`src/rtl/vbsa_pkg.sv`:
```
package vbsa_pkg;

    localparam int NUM_GRP   = 10;
    localparam int WORD_W    = 32;
    localparam int MAX_GRP_W = 6;

    typedef struct packed {
        logic [WORD_W-1:0] prop;
        logic [WORD_W-1:0] gen;
    } pg_vec_t;

    // Width of group idx, narrow at both ends and widest in the middle.
    function automatic int grp_size(input int idx);
        case (idx)
            0, 9:    return 1;
            1, 8:    return 2;
            2, 7:    return 3;
            3, 6:    return 4;
            default: return MAX_GRP_W;
        endcase
    endfunction

    // Lowest bit position of group idx.
    function automatic int grp_base(input int idx);
        int acc;
        acc = 0;
        for (int k = 0; k < idx; k++) acc += grp_size(k);
        return acc;
    endfunction

endpackage

```
`src/rtl/vbsa_pg.sv`:
```
module vbsa_pg
    import vbsa_pkg::*;
(
    input  logic [WORD_W-1:0] a_i,
    input  logic [WORD_W-1:0] b_i,
    output pg_vec_t           pg_o
);
    always_comb begin
        pg_o.prop = a_i ^ b_i;
        pg_o.gen  = a_i & b_i;
    end
endmodule

```
`src/rtl/vbsa_group.sv`:
```
module vbsa_group #(
    parameter int GW = 4
) (
    input  logic [GW-1:0] prop_i,
    input  logic [GW-1:0] gen_i,
    input  logic          cin_i,
    output logic [GW-1:0] cbit_o,
    output logic          cout_o
);
    localparam int CHAIN_W = GW + 1;

    logic [CHAIN_W-1:0] chain;
    logic               grp_prop;

    always_comb begin
        chain[0] = cin_i;
        for (int k = 0; k < GW; k++)
            chain[k+1] = gen_i[k] | (prop_i[k] & chain[k]);
    end

    assign cbit_o   = chain[GW-1:0];
    assign grp_prop = &prop_i;
    // Bypass multiplexer selected by the group propagate.
    assign cout_o   = grp_prop ? cin_i : chain[GW];

    always_comb begin
        // a fully propagating group hands its carry-in straight on
        a_r4_skip_passes_cin: assert (!(&prop_i) || (cout_o == cin_i));
        // a kill at the group's top bit stops any carry
        a_r7_top_kill: assert (prop_i[GW-1] || gen_i[GW-1] || !cout_o);
        // a generate at the group's top bit always leaves the group
        a_r5_top_gen: assert (!gen_i[GW-1] || cout_o);
    end
endmodule

```
`src/rtl/vbsa_sum.sv`:
```
module vbsa_sum #(
    parameter int W = 32
) (
    input  logic [W-1:0] prop_i,
    input  logic [W-1:0] carry_i,
    output logic [W-1:0] sum_o
);
    assign sum_o = prop_i ^ carry_i;
endmodule

```
`src/rtl/vbsa_adder.sv`:
```
module vbsa_adder
    import vbsa_pkg::*;
#(
    parameter int WIDTH = vbsa_pkg::WORD_W
) (
    input  logic [WIDTH-1:0] a_i,
    input  logic [WIDTH-1:0] b_i,
    input  logic             cin_i,
    output logic [WIDTH-1:0] sum_o,
    output logic             cout_o
);
    localparam int LAST_BIT = grp_base(NUM_GRP - 1) + grp_size(NUM_GRP - 1);

    pg_vec_t             pg;
    logic [WIDTH-1:0]    cvec;
    logic [NUM_GRP:0]    gcarry;

    vbsa_pg u_pg (
        .a_i  (a_i),
        .b_i  (b_i),
        .pg_o (pg)
    );

    assign gcarry[0] = cin_i;

    for (genvar gi = 0; gi < NUM_GRP; gi++) begin : g_grp
        localparam int BASE = grp_base(gi);
        localparam int SZ   = grp_size(gi);
        vbsa_group #(.GW(SZ)) u_grp (
            .prop_i (pg.prop[BASE +: SZ]),
            .gen_i  (pg.gen[BASE +: SZ]),
            .cin_i  (gcarry[gi]),
            .cbit_o (cvec[BASE +: SZ]),
            .cout_o (gcarry[gi+1])
        );
    end

    vbsa_sum #(.W(WIDTH)) u_sum (
        .prop_i  (pg.prop),
        .carry_i (cvec),
        .sum_o   (sum_o)
    );

    assign cout_o = gcarry[NUM_GRP];

    initial begin
        a_r4_layout_fills_word: assert (LAST_BIT == WIDTH && WIDTH == WORD_W);
    end

    always_comb begin
        // ports agree with a behavioural add
        a_r1_r2_total: assert ({cout_o, sum_o} == ({1'b0, a_i} + {1'b0, b_i} + {{WIDTH{1'b0}}, cin_i}));
        // full propagate sends the carry-in across the whole word
        a_r3_full_bypass: assert (!(&(a_i ^ b_i)) || ((sum_o == {WIDTH{~cin_i}}) && (cout_o == cin_i)));
    end
endmodule

```
`config.mk`:
```
export PLATFORM = sky130hd
export DESIGN_NAME = vbsa_adder
export DESIGN_NICKNAME = d
export VERILOG_FILES = /design/src/rtl/vbsa_pkg.sv /design/src/rtl/vbsa_pg.sv /design/src/rtl/vbsa_group.sv /design/src/rtl/vbsa_sum.sv /design/src/rtl/vbsa_adder.sv
export SDC_FILE = /design/constraint.sdc
export NUM_CORES = 1
export LEC_CHECK = 0
export BUFFER_PORTS_ARGS = -buffer_cell sky130_fd_sc_hd__buf_2
export CORE_MARGIN = 2
export CORE_UTILIZATION = 45
export DETAILED_ROUTE_END_ITERATION = 12
export GPL_ROUTABILITY_DRIVEN = 0
export PLACE_DENSITY = 0.95
export SLEW_MARGIN = 20
export SYNTH_ARGS = -nofsm -noshare
export SYNTH_HDL_FRONTEND = slang
export SYNTH_SLANG_ARGS = --single-unit
export TNS_END_PERCENT = 100
```
`constraint.sdc`:
```
create_clock -name vclk -period 24.5
set_input_delay 0 -clock vclk [all_inputs]
set_output_delay 0 -clock vclk [all_outputs]
set_load 0.02 [all_outputs]
```
==> parameters.txt, run 1 <==
Parameter                              Value

Place
  Post-placement cell area ... 1820 um^2
  Hpwl dp ... 2920 um
  Placement Setup Slack ... 10230 ps
  Buffers added on ports ... 98

STA
  Achievable frequency ... 0.0703 GHz
  Count of final hold-check violations ... 0
  Number of slew-limit violations in the final report ... 0
  Clock period minus final worst setup slack ... 14220 ps
  Share of the clock period used by the worst path after layout ... 0.580
  Relative slew margins ... 0.781
  Setup repair after global routing missed its margin ... no
  Fin Setup TNS ... 0 ps
  Worst Setup Slack, final ... 10280 ps
  Transition time at the pin with the least slew margin ... 324 ps
  Final setup violating endpoints ... 0

Finish
  Area added between synthesis and finish ... 40.9%
  Share of final-layout standard cells stronger than drive strength 1 ... 0.495
  # diodes ... 0
  Post-route standard cell area excluding fillers ... 1820 um^2
  Layout net count ... 339
  CLK BUF ... 0
  Number of sequential cells in the layout ... 0
  Area taken by flip-flops and latches ... 0 um^2

Route
  1st-pass router iterations ... 3
  Routed via count ... 1184
  Detail-routed via count per cell ... 4.91
  First DRT Iteration DRCs ... 12
  Average wire per cell in the routed design ... 12.2 um
  Final routed wirelength across all metal layers ... 2940 um
  Detailed-route DRC error count ... 0
  Post-DRT Antenna Nets ... 0

Synth
  Fraction of post-synthesis cell area in the top cell type by area ... 0.495
  Sequential-to-total area share from yosys stat ... 0
  Cell area after synthesis ... 1290 um^2
  Distinct cell type count of the synthesized netlist ... 21
  Main area contributors after synthesis ... fa_1, ha_1, inv_1
  Mean instance size in the synthesized netlist ... 11.6 um^2
  Gate Count Post-Synth ... 112
  Top cell type by total area after synthesis ... fa_1
  Synth warn ... 0
  Net count after synthesis ... 239

Floorplanning
  Number of placed I/O pins ... 98
  Number of rows created at floorplan ... 19
  Effective utilization at floorplan ... 0.474
  Chip Width ... 57.6 um
  Total Die Area ... 3320 um^2
  Die span in y ... 57.6 um
  Area of the placeable core ... 2730 um^2

Critical path
  Kind of cell adding the most delay to the critical path ... adder cells
  CP startpoint kind ... input pin
  Maximum cell stage delay along the critical path ... 490 ps
  Crit path capture type ... primary output
  CP Buf/Inv Count ... 5
  Data arrival time of the worst path ... 14220 ps
  Master of the slowest instance on the critical path ... fa_1
  Startpoint-to-endpoint class of the critical path ... input pin to primary output
  Biggest fanout along the worst timing path ... 3
  Library cell appearing most often on the critical path ... fa_1
  Required time at the worst-slack endpoint ... 24500 ps

Global routing
  Overflow left after global routing ... 0
  Number of antenna violations at the first check in global routing ... 0
  Number of global-route vias before repair ... 1310
  Total routing resource utilization after global routing ... 0.184
  Largest net degree at the start of global routing ... 5
  First-pass GRT wire length ... 4980 um

Worst hold path
  Hold_sp ... b_i[31]
  Number of cells on the worst hold path ... 3
  Worst hold endpoint ... sum_o[31]
  HP Class ... input pin to primary output

Pwr
  Maximum vdd ir drop ... 0.0000238 V
  Switching share of total power ... 0.616
  Internal Pwr Total ... 0.0217 mW
  Power density normalized to cell area ... 31.0 nW/um^2
  Fraction of power consumed by the clock network ... 0
  Relative contribution of sequential cells to total power ... 0
  Net switching power figure ... 0.0348 mW
  Relative contribution of combinational cells to total power ... 1.000
  Static leakage power ... 1.01 nW

Run
  Max-Cap Viols ... 0

Status
  Run status ... finished, final reports clean

CTS
  Number of buffers added for setup after CTS ... 0
  Number of cells upsized or downsized after cts ... 0
  Hold buffer count at CTS ... 0
metal layers:
layer | global-route usage | up-vias | part of all wire
li1 | - | 550 | -
met1 | 0.207 | 575 | 0.32
met2 | 0.383 | 59 | 0.57
met3 | 0.0268 | 0 | 0.10
met4 | 0 | 0 | 0
met5 | 0 | - | 0
cell families (layout without fill, tap and decap cells):
family,Yosys count,in the layout,share of synthesized area
buffers and inverters,16,114,0.0464
AO/OA/AOI/OAI,11,11,0.0734
multiplexers,1,1,0.00870
AND/OR/NAND/NOR,22,22,0.0870
adder cells (fa/ha/maj),62,62,0.785
worst max path at each step:
| stage | from | endpoint | slack, ps | cells after the start |
|---|---|---|---|---|
| after floorplan | a_i[0] | sum_o[31] | 11170 | 48 |
| after global placement | b_i[0] | sum_o[31] | 10510 | 50 |
| after detailed placement | a_i[0] | sum_o[31] | 10230 | 50 |
| after CTS | a_i[0] | sum_o[31] | 10200 | 50 |
| after global routing | b_i[0] | sum_o[31] | 9640 | 50 |
| final | a_i[0] | sum_o[31] | 10280 | 50 |
synthesized netlist by cell type (all sizes together):
library cell / n
a22o: 1
nor2: 5
o21a: 1
nor2b: 1
inv: 16
or2: 1
o211ai: 2
ha: 30
a31oi: 2
mux2: 1
a21o: 1
nand4: 3
fa: 32
and3b: 1
nand3: 3
nand2: 7
o21ai: 2
a22oi: 1
a211oi: 1
and4: 1
metrics by stage:
step	power [mW]	hold slack, ps	util	std cells
after floorplan	0.0393	256	-	112
after global placement	0.0552	384	0.667	241
after detailed placement	0.0573	388	0.667	241
after CTS	0.0576	388	0.667	241
after global routing	0.0631	411	0.667	241
final	0.0565	386	0.667	241
power groups by stage:
stage,Clock (mW),Combinational (mW),Sequential (mW)
4_1_cts,0,0.0576,0
3_5_place_dp,0,0.0573,0
6_report,0,0.0565,0
3_3_place_gp,0,0.0552,0
5_1_grt,0,0.0631,0
2_1_floorplan,0,0.0393,0
worst min-delay path, cell delays in order:
cell	delay [ps]
buf_2	90
fa_1	140
buf_2	150
cell usage in the layout, fill, tap and decap left out, drive strengths merged:
cell	n
nor2	5
a21o	1
a22o	1
a211oi	1
nand3	3
o21ai	2
nor2b	1
buf	98
fa	32
nand2	7
a31oi	2
ha	30
o211ai	2
nand4	3
or2	1
and3b	1
inv	16
mux2	1
o21a	1
a22oi	1
and4	1
area by class of cell:
type | count | area [um^2]
Timing Repair Buffer | 98 | 490
Tap cell | 31 | 38.8
Fill cell | 218 | 910
Multi-Input combinational cell | 96 | 1230
Inverter | 16 | 60.1
Note: power is estimated with default switching activity, not from simulation.
==> run 2, diff against run 1 <==
--- a/config.mk
+++ b/config.mk
@@ -5,12 +5,13 @@
 export SDC_FILE = /design/constraint.sdc
 export NUM_CORES = 1
 export LEC_CHECK = 0
+export ABC_AREA = 1
 export BUFFER_PORTS_ARGS = -buffer_cell sky130_fd_sc_hd__buf_2
 export CORE_MARGIN = 2
-export CORE_UTILIZATION = 45
+export CORE_UTILIZATION = 44
 export DETAILED_ROUTE_END_ITERATION = 12
 export GPL_ROUTABILITY_DRIVEN = 0
-export PLACE_DENSITY = 0.95
+export PLACE_DENSITY = 0.92
 export SLEW_MARGIN = 20
 export SYNTH_ARGS = -nofsm -noshare
 export SYNTH_HDL_FRONTEND = slang
==> constraint.sdc (replaced) <==
create_clock -name vclk -period 13.25
set_input_delay 0 -clock vclk [all_inputs]
set_output_delay 0 -clock vclk [all_outputs]
set_load 0.02 [all_outputs]
==> parameters.txt, run 2 <==
Parameter                              Value

Global routing
  Number of antenna violations at the first check in global routing ... 0 (unchanged)
  Overflow left after global routing ... 0 (unchanged)
  First-pass GRT wire length ... 4340 um (-13%)
  Number of global-route vias before repair ... 1170 (-11%)
  Total routing resource utilization after global routing ... 0.152 (-0.0324)
  Largest net degree at the start of global routing ... 3 (-2)

Pwr
  Maximum vdd ir drop ... 0.0000286 V (+20%)
  Power density normalized to cell area ... 56.0 nW/um^2 (+81%)
  Internal Pwr Total ... 0.0464 mW (+110%)
  Relative contribution of sequential cells to total power ... 0 (unchanged)
  Net switching power figure ... 0.0675 mW (+94%)
  Power Total ... 0.114 mW (+100%)
  Switching share of total power ... 0.593 (-0.0233)
  Fraction of power consumed by the clock network ... 0 (unchanged)
  Static leakage power ... 1.11 nW (+10%)
  Relative contribution of combinational cells to total power ... 1.000 (about the same)

Place
  Buffers added on ports ... 98 (unchanged)
  Hpwl dp ... 2660 um (-9.1%)
  Number of placed instances, taps included ... 265 (+10%)
  Placement Setup Slack ... -681 ps (-10910 ps)
  Post-placement cell area ... 1960 um^2 (+7.3%)

Floorplanning
  Effective utilization at floorplan ... 0.455 (-0.0186)
  Number of rows created at floorplan ... 20 (+1)
  Area of the placeable core ... 2980 um^2 (+8.9%)
  Die span in y ... 59.5 um (+3.2%)
  Total Die Area ... 3540 um^2 (+6.5%)
  Number of placed I/O pins ... 98 (unchanged)
  Chip Width ... 59.5 um (+3.2%)

Worst hold path
  Number of cells on the worst hold path ... 3 (unchanged)
  Hold_sp ... b_i[31]
  HP Class ... input pin to primary output
  Worst hold endpoint ... cout_o

Critical path
  Critical path startpoint ... cin_i
  Data arrival time of the worst path ... 12940 ps (-1280 ps)
  Required time at the worst-slack endpoint ... 13250 ps (-11250 ps)
  Biggest fanout along the worst timing path ... 2 (-1)
  Kind of cell adding the most delay to the critical path ... adder cells
  Crit path capture type ... primary output
  Master of the slowest instance on the critical path ... fa_2
  Maximum cell stage delay along the critical path ... 530 ps (+40 ps)
  CP startpoint kind ... input pin
  Startpoint-to-endpoint class of the critical path ... input pin to primary output
  CP Buf/Inv Count ... 7 (+2)
  Library cell appearing most often on the critical path ... fa_2

STA
  Transition time at the pin with the least slew margin ... 176 ps (-148 ps)
  Share of the clock period used by the worst path after layout ... 0.977
  Fin Setup TNS ... 0 ps (unchanged)
  Count of final hold-check violations ... 0 (unchanged)
  Worst hold slack ... 389 ps (+3.58 ps)
  Number of slew-limit violations in the final report ... 0 (unchanged)
  Worst Setup Slack, final ... 308 ps (-9970 ps)
  Clock period minus final worst setup slack ... 12940 ps
  Final setup violating endpoints ... 0 (unchanged)
  Relative slew margins ... 0.882 (+0.101)
  Achievable frequency ... 0.0773 GHz
  Setup repair after global routing missed its margin ... yes

Finish
  Share of final-layout standard cells stronger than drive strength 1 ... 0.667 (+0.171)
  Core Util, Final ... 0.683 (+0.0159)
  Layout net count ... 363 (+7.1%)
  # diodes ... 0 (unchanged)
  Area taken by flip-flops and latches ... 0 um^2 (unchanged)
  CLK BUF ... 0 (unchanged)
  Most common library cell in the layout ignoring fill and taps ... buf_2
  Area added between synthesis and finish ... 50.1%
  Fin cells ... 267 (+11%)
  Post-route standard cell area excluding fillers ... 2030 um^2 (+12%)
  Most used cells in the layout excluding fill and tap cells ... buf_2, ha_1, fa_2, inv_1, nand2_1
  Number of sequential cells in the layout ... 0 (unchanged)

Synth
  Top cell type by total area after synthesis ... fa_1
  Cell area after synthesis ... 1360 um^2 (+4.6%)
  Gate Count Post-Synth ... 126 (+13%)
  Most instantiated library cell after synthesis ... fa_1
  Fraction of post-synthesis cell area in the top cell type by area ... 0.473 (-0.0219)
  Synth warn ... 0 (unchanged)
  Mean instance size in the synthesized netlist ... 10.8 um^2 (-7.0%)
  Synth top cells by count ... fa_1, ha_1, inv_1, nand2_1, nand3_2
  Main area contributors after synthesis ... fa_1, ha_1, nand3_2
  Net count after synthesis ... 253 (+5.9%)
  Distinct cell type count of the synthesized netlist ... 17 (-19%)
  Sequential-to-total area share from yosys stat ... 0 (unchanged)

Route
  1st-pass router iterations ... 4 (+1)
  First DRT Iteration DRCs ... 16 (+4)
  Detailed-route DRC error count ... 0 (unchanged)
  Routed via count ... 1215 (+2.6%)
  Final routed wirelength across all metal layers ... 2850 um (-3.0%)
  Post-DRT Antenna Nets ... 0 (unchanged)
  Detail-routed via count per cell ... 4.55 (-7.4%)
  Average wire per cell in the routed design ... 10.7 um (-12%)

Status
  Run status ... finished, final reports clean

Run
  Max-Cap Viols ... 0 (unchanged)
## run 2: worst max-delay path by stage
stage	endpoint	slack, ps	depth (start not counted)
floorplan	sum_o[31]	20	53
global placement	sum_o[31]	-450	55
detailed placement	sum_o[31]	-680	55
CTS	sum_o[31]	3	55
global route	sum_o[31]	-190	55
finish	sum_o[31]	310	55
## run 2: kinds of logic after synthesis
family / count (synthesis) / synth area share
simple gates: 40 / 0.180
compound gates: 1 / 0.00646
fa+ha+maj: 62 / 0.750
buf+inv: 23 / 0.0637
## run 2: power groups by stage
stage | Clock, mW | Combinational, mW | Sequential (mW)
after CTS | 0 | 0.113 | 0
after floorplan | 0 | 0.0760 | 0
after global placement | 0 | 0.108 | 0
after global routing | 0 | 0.128 | 0
final | 0 | 0.114 | 0
after detailed placement | 0 | 0.110 | 0
## run 2: timing repair
item,4_1_cts,5_1_grt
pin swaps,3,7
endpoints found under the setup margin,4,3
setup buffers,0,2
hold buffers,0,0
resized for setup,17,8
## run 2: final cells by class
cell class	count	area [um^2]
multi-input combinational	103	1340
fill	219	943
inverter	23	86.3
timing repair buffer	108	571
tap	33	41.3
## run 2: layer usage
layer,global-route usage,vias up,share of wire
met4,0,0,0
met2,0.333,68,0.58
met3,0.0218,0,0.11
met1,0.155,556,0.31
met5,0,-,0
li1,-,591,-
